File: config.mk
export PLATFORM = sky130hd
export DESIGN_NAME = sar_adc_ctrl
export DESIGN_NICKNAME = d
export VERILOG_FILES = /design/src/rtl/sar_adc_ctrl.sv
export SDC_FILE = /design/constraint.sdc
export NUM_CORES = 1
export LEC_CHECK = 0
export CORE_MARGIN = 5
export CORE_UTILIZATION = 45
export DETAILED_ROUTE_END_ITERATION = 7
export HOLD_SLACK_MARGIN = 0.12
export PLACE_DENSITY = 0.77
export SLEW_MARGIN = 20
export SYNTH_ARGS = -nofsm -noshare
export SYNTH_HDL_FRONTEND = slang
export SYNTH_SLANG_ARGS = --single-unit
File: constraint.sdc
create_clock -name clk -period 2.4 [get_ports clk]
set_input_delay 0.48 -clock clk [delete_from_list [all_inputs] [get_ports clk]]
set_output_delay 0.48 -clock clk [all_outputs]
set_load 0.01 [all_outputs]
File: src/rtl/sar_adc_ctrl.sv
module sar_adc_ctrl #(
  parameter int CLK_DIV = 4
) (
  input  logic       clk,
  input  logic       rst_n,
  input  logic [1:0] bus_addr,
  input  logic       bus_wr,
  input  logic       bus_rd,
  input  logic [7:0] bus_wdata,
  output logic [7:0] bus_rdata,
  input  logic       trig_pin,
  input  logic       trig_pol,
  input  logic       cmp_in,
  output logic [2:0] ch_sel,
  output logic [9:0] dac_code,
  output logic       irq
);
  localparam int CW = (CLK_DIV > 1) ? $clog2(CLK_DIV) : 1;

  logic [2:0]    ch_q;
  logic          trig_en;
  logic          busy;
  logic [3:0]    idx;
  logic [CW-1:0] cnt;
  logic [9:0]    res;
  logic          hi_armed;
  logic          trig_s;
  logic          eff_q;

  wire ctrl_wr    = bus_wr && bus_addr == 2'd0;
  wire eff        = trig_pol ? trig_s : ~trig_s;
  wire trig_start = trig_en && eff && !eff_q;
  wire sw_start   = ctrl_wr && !bus_wdata[3];
  wire start      = !busy && (sw_start || trig_start);
  wire step_end   = busy && cnt == CW'(CLK_DIV - 1);
  wire [9:0] kept = cmp_in ? dac_code : (dac_code & ~(10'd1 << idx));

  always_ff @(posedge clk or negedge rst_n) begin
    if (!rst_n) begin
      ch_q     <= '0;
      trig_en  <= 1'b0;
      busy     <= 1'b0;
      idx      <= '0;
      cnt      <= '0;
      res      <= '0;
      hi_armed <= 1'b0;
      trig_s   <= 1'b0;
      eff_q    <= 1'b0;
      ch_sel   <= '0;
      dac_code <= '0;
      irq      <= 1'b0;
    end else begin
      trig_s <= trig_pin;
      eff_q  <= eff;
      irq    <= 1'b0;
      if (ctrl_wr) begin
        ch_q    <= bus_wdata[2:0];
        trig_en <= bus_wdata[5];
      end
      if (start) begin
        busy     <= 1'b1;
        ch_sel   <= ctrl_wr ? bus_wdata[2:0] : ch_q;
        dac_code <= 10'h200;
        idx      <= 4'd9;
        cnt      <= '0;
      end else if (step_end) begin
        cnt <= '0;
        if (idx == 4'd0) begin
          busy     <= 1'b0;
          res      <= kept;
          dac_code <= kept;
          irq      <= 1'b1;
        end else begin
          dac_code <= kept | (10'd1 << (idx - 4'd1));
          idx      <= idx - 4'd1;
        end
      end else if (busy) begin
        cnt <= cnt + 1'b1;
      end
      if (bus_rd && bus_addr == 2'd2) hi_armed <= 1'b1;
      else if (bus_rd && bus_addr == 2'd1) hi_armed <= 1'b0;
    end
  end

  always_comb begin
    case (bus_addr)
      2'd0:    bus_rdata = {2'b00, trig_en, 1'b0, !busy, ch_q};
      2'd1:    bus_rdata = hi_armed ? res[7:0] : res[9:2];
      2'd2:    bus_rdata = {6'b0, res[9:8]};
      default: bus_rdata = 8'h00;
    endcase
  end
endmodule

## Word-level counts from Yosys, hierarchy flattened

Index checks and enable logic that the tools add are counted.

| word-level totals | value |
|---|---|
| register bits | 38 |
| latch bits | 0 |
| bits in writable memories | 0 |
| ROM bits | 0 |
| output and inout port bits | 22 |
| word-level logic and storage cells | 68 |
| memories | 0 |

| cells by class | value |
|---|---|
| $add $sub $neg | 2 |
| $mul | 0 |
| divide/modulo/power cells | 0 |
| order comparisons | 0 |
| equal/unequal tests | 4 |
| shift-type cells | 2 |
| multiplexer cells | 22 |
| bitwise logic cells | 5 |
| reduce and logical (&&, ||, !) cells | 21 |

Operator list:

| operator | count |
|---|---|
| $mux 10 | 4 |
| $pmux 8 s3 | 1 |
| $shl 1x4->10 const A | 2 |
| $mux 4 | 3 |
| $and 10x10->10 | 1 |
| $not 10->10 | 1 |
| $or 10x10->10 | 1 |
| $mux 1 | 9 |
| $logic_and 1x1->1 | 8 |
| $mux 8 | 1 |
| $mux 2 | 3 |
| $reduce_bool 2->1 | 3 |
| $eq 2x2->1 const B | 2 |
| $logic_not 4->1 | 1 |
| $reduce_and 2->1 | 2 |
| $sub 4x1->4 const B | 1 |
| $logic_not 1->1 | 3 |
| $mux 3 | 1 |
| $reduce_and 3->1 | 1 |
| $reduce_bool 3->1 | 1 |
| $add 2x1->2 const B | 1 |
| $eq 2x1->1 const B | 1 |
| $logic_not 2->1 | 1 |
| $ne 2x2->1 const B | 1 |
| other kinds (2) | 3 |

## Depth between registers and ports, before layout

| logic depth | value |
|---|---|
| depth in word-level cells | 8 |
| mapped depth | 7 |
| gate-level depth less buffers | 7 |

## Least setup slack after synthesis

Ideal clock, no wire load.

| timing | value |
|---|---|
| path type | reg-to-reg |
| from | register idx[0] |
| to | register dac_code[9] |
| arrival time | 1931 ps |
| required time | 2313 ps |
| path slack | 382 ps |
| stages on the path, launching flop included | 7 |
| path buffers | 0 |
| clock period less this slack | 2018 ps |
| cell sequence | dfrtp_1 > inv_1 > ha_1 > or4_4 > a2111oi_4 > nor3_1 > a211oi_2 |

| between the ends | value |
|---|---|
| word-level cells in the longest chain between the ends | 8 |
| elaborated cells on any way between the ends | 11 |
| classes of those cells | 1 x add/sub; 2 x shift; 4 x mux; 3 x bitwise; 1 x reduce/logical |

Ends and longest elaborated chain:

| what | line | source |
|---|---|---|
| from (decl) | 23 | `logic [3:0] idx;` |
| from (signal assigned) | 75 | `idx <= idx - 4'd1;` |
| parallel branches: the longest is 5 deep, another holds $sub 4x1->4 | - |  |
| $mux 10 * | 68 | `if (idx == 4'd0) begin` |
| $mux 10 * | 66 | `end else if (step_end) begin` |
| $mux 10 * | 60 | `if (start) begin` |
| to (signal assigned) | 71 | `dac_code <= kept;` |
| to (signal assigned) | 74 | `dac_code <= kept \| (10'd1 << (idx - 4'd1));` |
| to (decl) | 15 | `output logic [9:0] dac_code,` |

Every way passes the cells marked *. The select of a mux whose other input is x is not followed.
A chain may end at the register's enable or synchronous reset.

## Worst setup path in the final report

| timing | value |
|---|---|
| from | register hi_armed |
| to | output bus_rdata[5] |

| between the ends | value |
|---|---|
| word-level cells in the longest chain between the ends | 2 |

Ends and longest elaborated chain:

| what | line | source |
|---|---|---|
| from (decl) | 26 | `logic hi_armed;` |
| from (signal assigned) | 46 | `hi_armed <= 1'b0;` |
| from (signal assigned) | 80 | `if (bus_rd && bus_addr == 2'd2) hi_armed <= 1'b1;` |
| from (signal assigned) | 81 | `else if (bus_rd && bus_addr == 2'd1) hi_armed <= 1'b0;` |
| $mux 8 | 88 | `2'd1: bus_rdata = hi_armed ? res[7:0] : res[9:2];` |
| $pmux 8 s3 | 86 | `case (bus_addr)` |
| to (decl) | 10 | `output logic [7:0] bus_rdata,` |

No other way between the ends.

==> key figures <==
Logic synthesis
  • Synth top area cells: dfrtp_1, mux2i_1, mux2_2
  • Most frequent cell after synthesis: dfrtp_1
  • Post-synth EDFFs: 0
  • Syn. warnings: 0
  • Async SR Flop Fraction: 100%
  • Gate Count Post-Synth: 210
  • Synthesized cell area: 0.00207 sq mm
  • Area leader, netlist: dfrtp_1
  • Syn Nets: 233
  • Synth unique cells: 42
  • Mean Syn Cell Area: 9.87 sq um
  • Share of Yosys cell area claimed by the top area cell type: 45.9%
  • Seq cells post-synth: 38
  • Seq/Total Area, Yosys: 45.9%
  • Main synth FF type: dfrtp_1
  • Synth cell count leaders: dfrtp_1, nand2_1, o21ai_0, nor2_1

Placed design
  • # port buffers: 35
  • Detailed Place HPWL: 3620 um
  • RePlAce Congestion: 0.942
  • Worst slack, placed: -0.0307 ns
  • Post-DP Area: 0.00254 sq mm

Global routing
  • Vias in the first global route: 1736
  • GRT Total Usage: 17.3%
  • Largest net degree at the start of global routing: 39
  • First-pass GRT wire length: 8450 um
  • Overflow left after global routing: 0
  • Antenna violations before repair: 0

STA
  • Final-report max-slew violation count: 0
  • Relative slew margins: 45.7%
  • Tmin final: 2.32 ns
  • Final Hold Fails: 0
  • Clk_skew: 0.00883 ns
  • Worst Slack Setup Final: approximately 0.08 ns
  • Final period util: 96.7%
  • Setup-failing EPs final: 0
  • RSZ-0062 raised after global routing: false
  • Min Hold Slack: 0.271 ns
  • Slew @ Worst Pin: around 0.81 ns
  • Max frequency: 431 MHz

Status
  • Outcome: finished, final reports clean

Power and ir drop
  • Int Power: 1.95 mW
  • Part of the power in registers: approximately a third
  • Power per standard cell area: 1170 mW/mm^2
  • Switching Share: 38.1%
  • Clk pwr share: 20.6%
  • Leak: 1.21 nW
  • Max IR drop VDD: ~0.00047 V
  • Logic pwr share: between 40 and 50%
  • Net Switching: 1.20 mW

Floorplanning
  • Row count: 24
  • Top-Level Pins: 39
  • Core area: around 0.0044 sq mm
  • Starting Density: between 40% and 50%
  • Die area: 0.00606 sq mm
  • Die width: between 70 and 80 um
  • Die span in y: 77.9 um

Clocking
  • Cts bufs inserted: 5
  • Clock slew at reported path FFs: 0.08 ns
  • TritonCTS Sinks: 38
  • CTS tree: yes
  • Post-CTS Hold Buffers: 0
  • # H-tree levels: 2
  • CTS Buffer Depth: 2
  • Clock latency at the later pin of the worst-skew pair: 0.29 ns
  • Clk root buf: clkbuf_8

Detailed routing
  • WL final: roughly 4900 um
  • Post-route ant nets: 0
  • Via count: ~1700
  • Via/cell ratio: about 5.6
  • DR iter-0 viols: 111
  • Pre-antenna DRT Iters: 5
  • # DRC: 0
  • Drt wl/cell: approximately 16 um

Run
  • Max-Cap Viols: 0

Min path
  • Min-delay worst type: input port to asynchronous set/reset pin

Setup path
  • Arrival time worst endpoint: 1.84 ns
  • Worst setup path startpoint: hi_armed$_DFFE_PN0P_
  • Crit path kind: flip-flop to output pin
  • Reg-to-reg startpoint: idx[1]$_DFFE_PN0P_
  • Worst EP required: between 1.5 and 2 ns
  • Worst setup SP type: flip-flop
  • Critical path endpoint category: output pin
  • CP max FO: 7

Final layout
  • Synth-to-layout area growth: 30.2%
  • Share of cells above drive strength 1: 15.9%
  • Final #Nets: 280
  • # diodes: 0
  • Final instance area: 0.00270 sq mm
-- flip-flops by register name (all words and copies together), names as in the netlist --
signal,count
ch_q,3
busy,1
trig_en,1
idx,4
hi_armed,1
irq,1
res,10
trig_s,1
ch_sel,3
eff_q,1
cnt,2
dac_code,10
-- cells by family (layout without fill, tap and decap cells) --
family,count (synthesis),after routing,share of synthesized area (%)
buffers and inverters,21,69,3.93
AND/OR/NAND/NOR,67,67,15.8
XOR/XNOR,2,2,0.846
AO/OA/AOI/OAI,56,56,19.7
multiplexers,20,20,10.2
flip-flops,38,38,45.9
adder cells (fa/ha/maj),6,6,3.62
-- per-layer routing --
layer	GRT usage, %	part of all wire, %
met4	7.39	2.0
met5	0	0
met2	28.5	47
met3	4.17	6.2
met1	21.5	45
-- critical path, cell delays in order, from the launching register on --
cell             delay (ns)
dfrtp_2                0.47
buf_4                  0.17
mux2i_1                0.12
a211oi_1               0.22
clkdlybuf4s50_1        0.56
-- timing repair --
item,4_1_cts,5_1_grt
gates resized for setup,3,2
setup endpoints to repair,3,6
buffers inserted,0,2
-- final cells by class --
cell class	instances	area, sq um
Tap cell	52	65.1
Clock inverter	3	68.8
Timing Repair Buffer	49	450
Inverter	12	45.0
Multi-Input combinational cell	151	1050
Sequential cell	38	952
Clock buffer	5	68.8
Fill cell	380	1720
-- path summary, 6_finish.rpt --
path                                            to  slack, ns  cells past startpoint
max                                   bus_rdata[5]       0.08                      4
max in group asynchronous     hi_armed$_DFFE_PN0P_       1.58                      1
min                            trig_en$_DFFE_PN0N_       0.27                      1
max reg2reg                dac_code[9]$_DFFE_PN0P_       0.21                      6
min in group clk                res[1]$_DFFE_PN0P_       0.48                      2
min reg2reg                     res[1]$_DFFE_PN0P_       0.48                      2
-- power by group through the flow --
stage                     Combinational [mW]  Clock, mW  Sequential (mW)
final                                   1.40      0.650             1.10
after floorplan                        0.866          0             1.09
after global placement                  1.37          0             1.11
after detailed placement                1.39          0             1.12
after CTS                               1.39      0.660             1.11
after global routing                    1.56      0.691             1.14
-- placed cells by master, fill, tap and decap left out, types with 2 or more instances in the layout --
cell,synthesis,routed
nand2_1,27,27
buf_4,0,14
clkdlybuf4s50_1,0,31
bufinv_16,0,2
nor3b_1,2,2
dlygate4sd2_1,0,2
nor3_1,3,3
o211ai_1,4,4
o21ai_0,18,18
dfrtp_1,38,37
o31a_1,2,2
a21oi_1,2,2
a31oi_1,2,2
mux2_2,9,9
mux2i_1,11,11
o22ai_1,2,2
inv_1,11,11
xnor2_1,2,2
nor2b_1,2,2
a22oi_1,2,2
clkbuf_8,0,5
nor2_1,17,17
a21o_1,3,3
a22o_1,5,5
a21boi_0,3,3
o31ai_1,5,5
nand3_1,5,5
a211oi_1,4,4
ha_1,6,6
-- metrics by stage --
step	setup TNS (ns)	util (%)	cells	total power, mW
floorplan	0	-	210	1.96
global placement	-0.0214	57.5	300	2.48
detailed placement	-0.0467	57.5	300	2.51
CTS	0	60.5	308	3.16
global route	0	61.1	310	3.39
finish	0	61.1	310	3.15
Power figures use the tool's default switching activity.
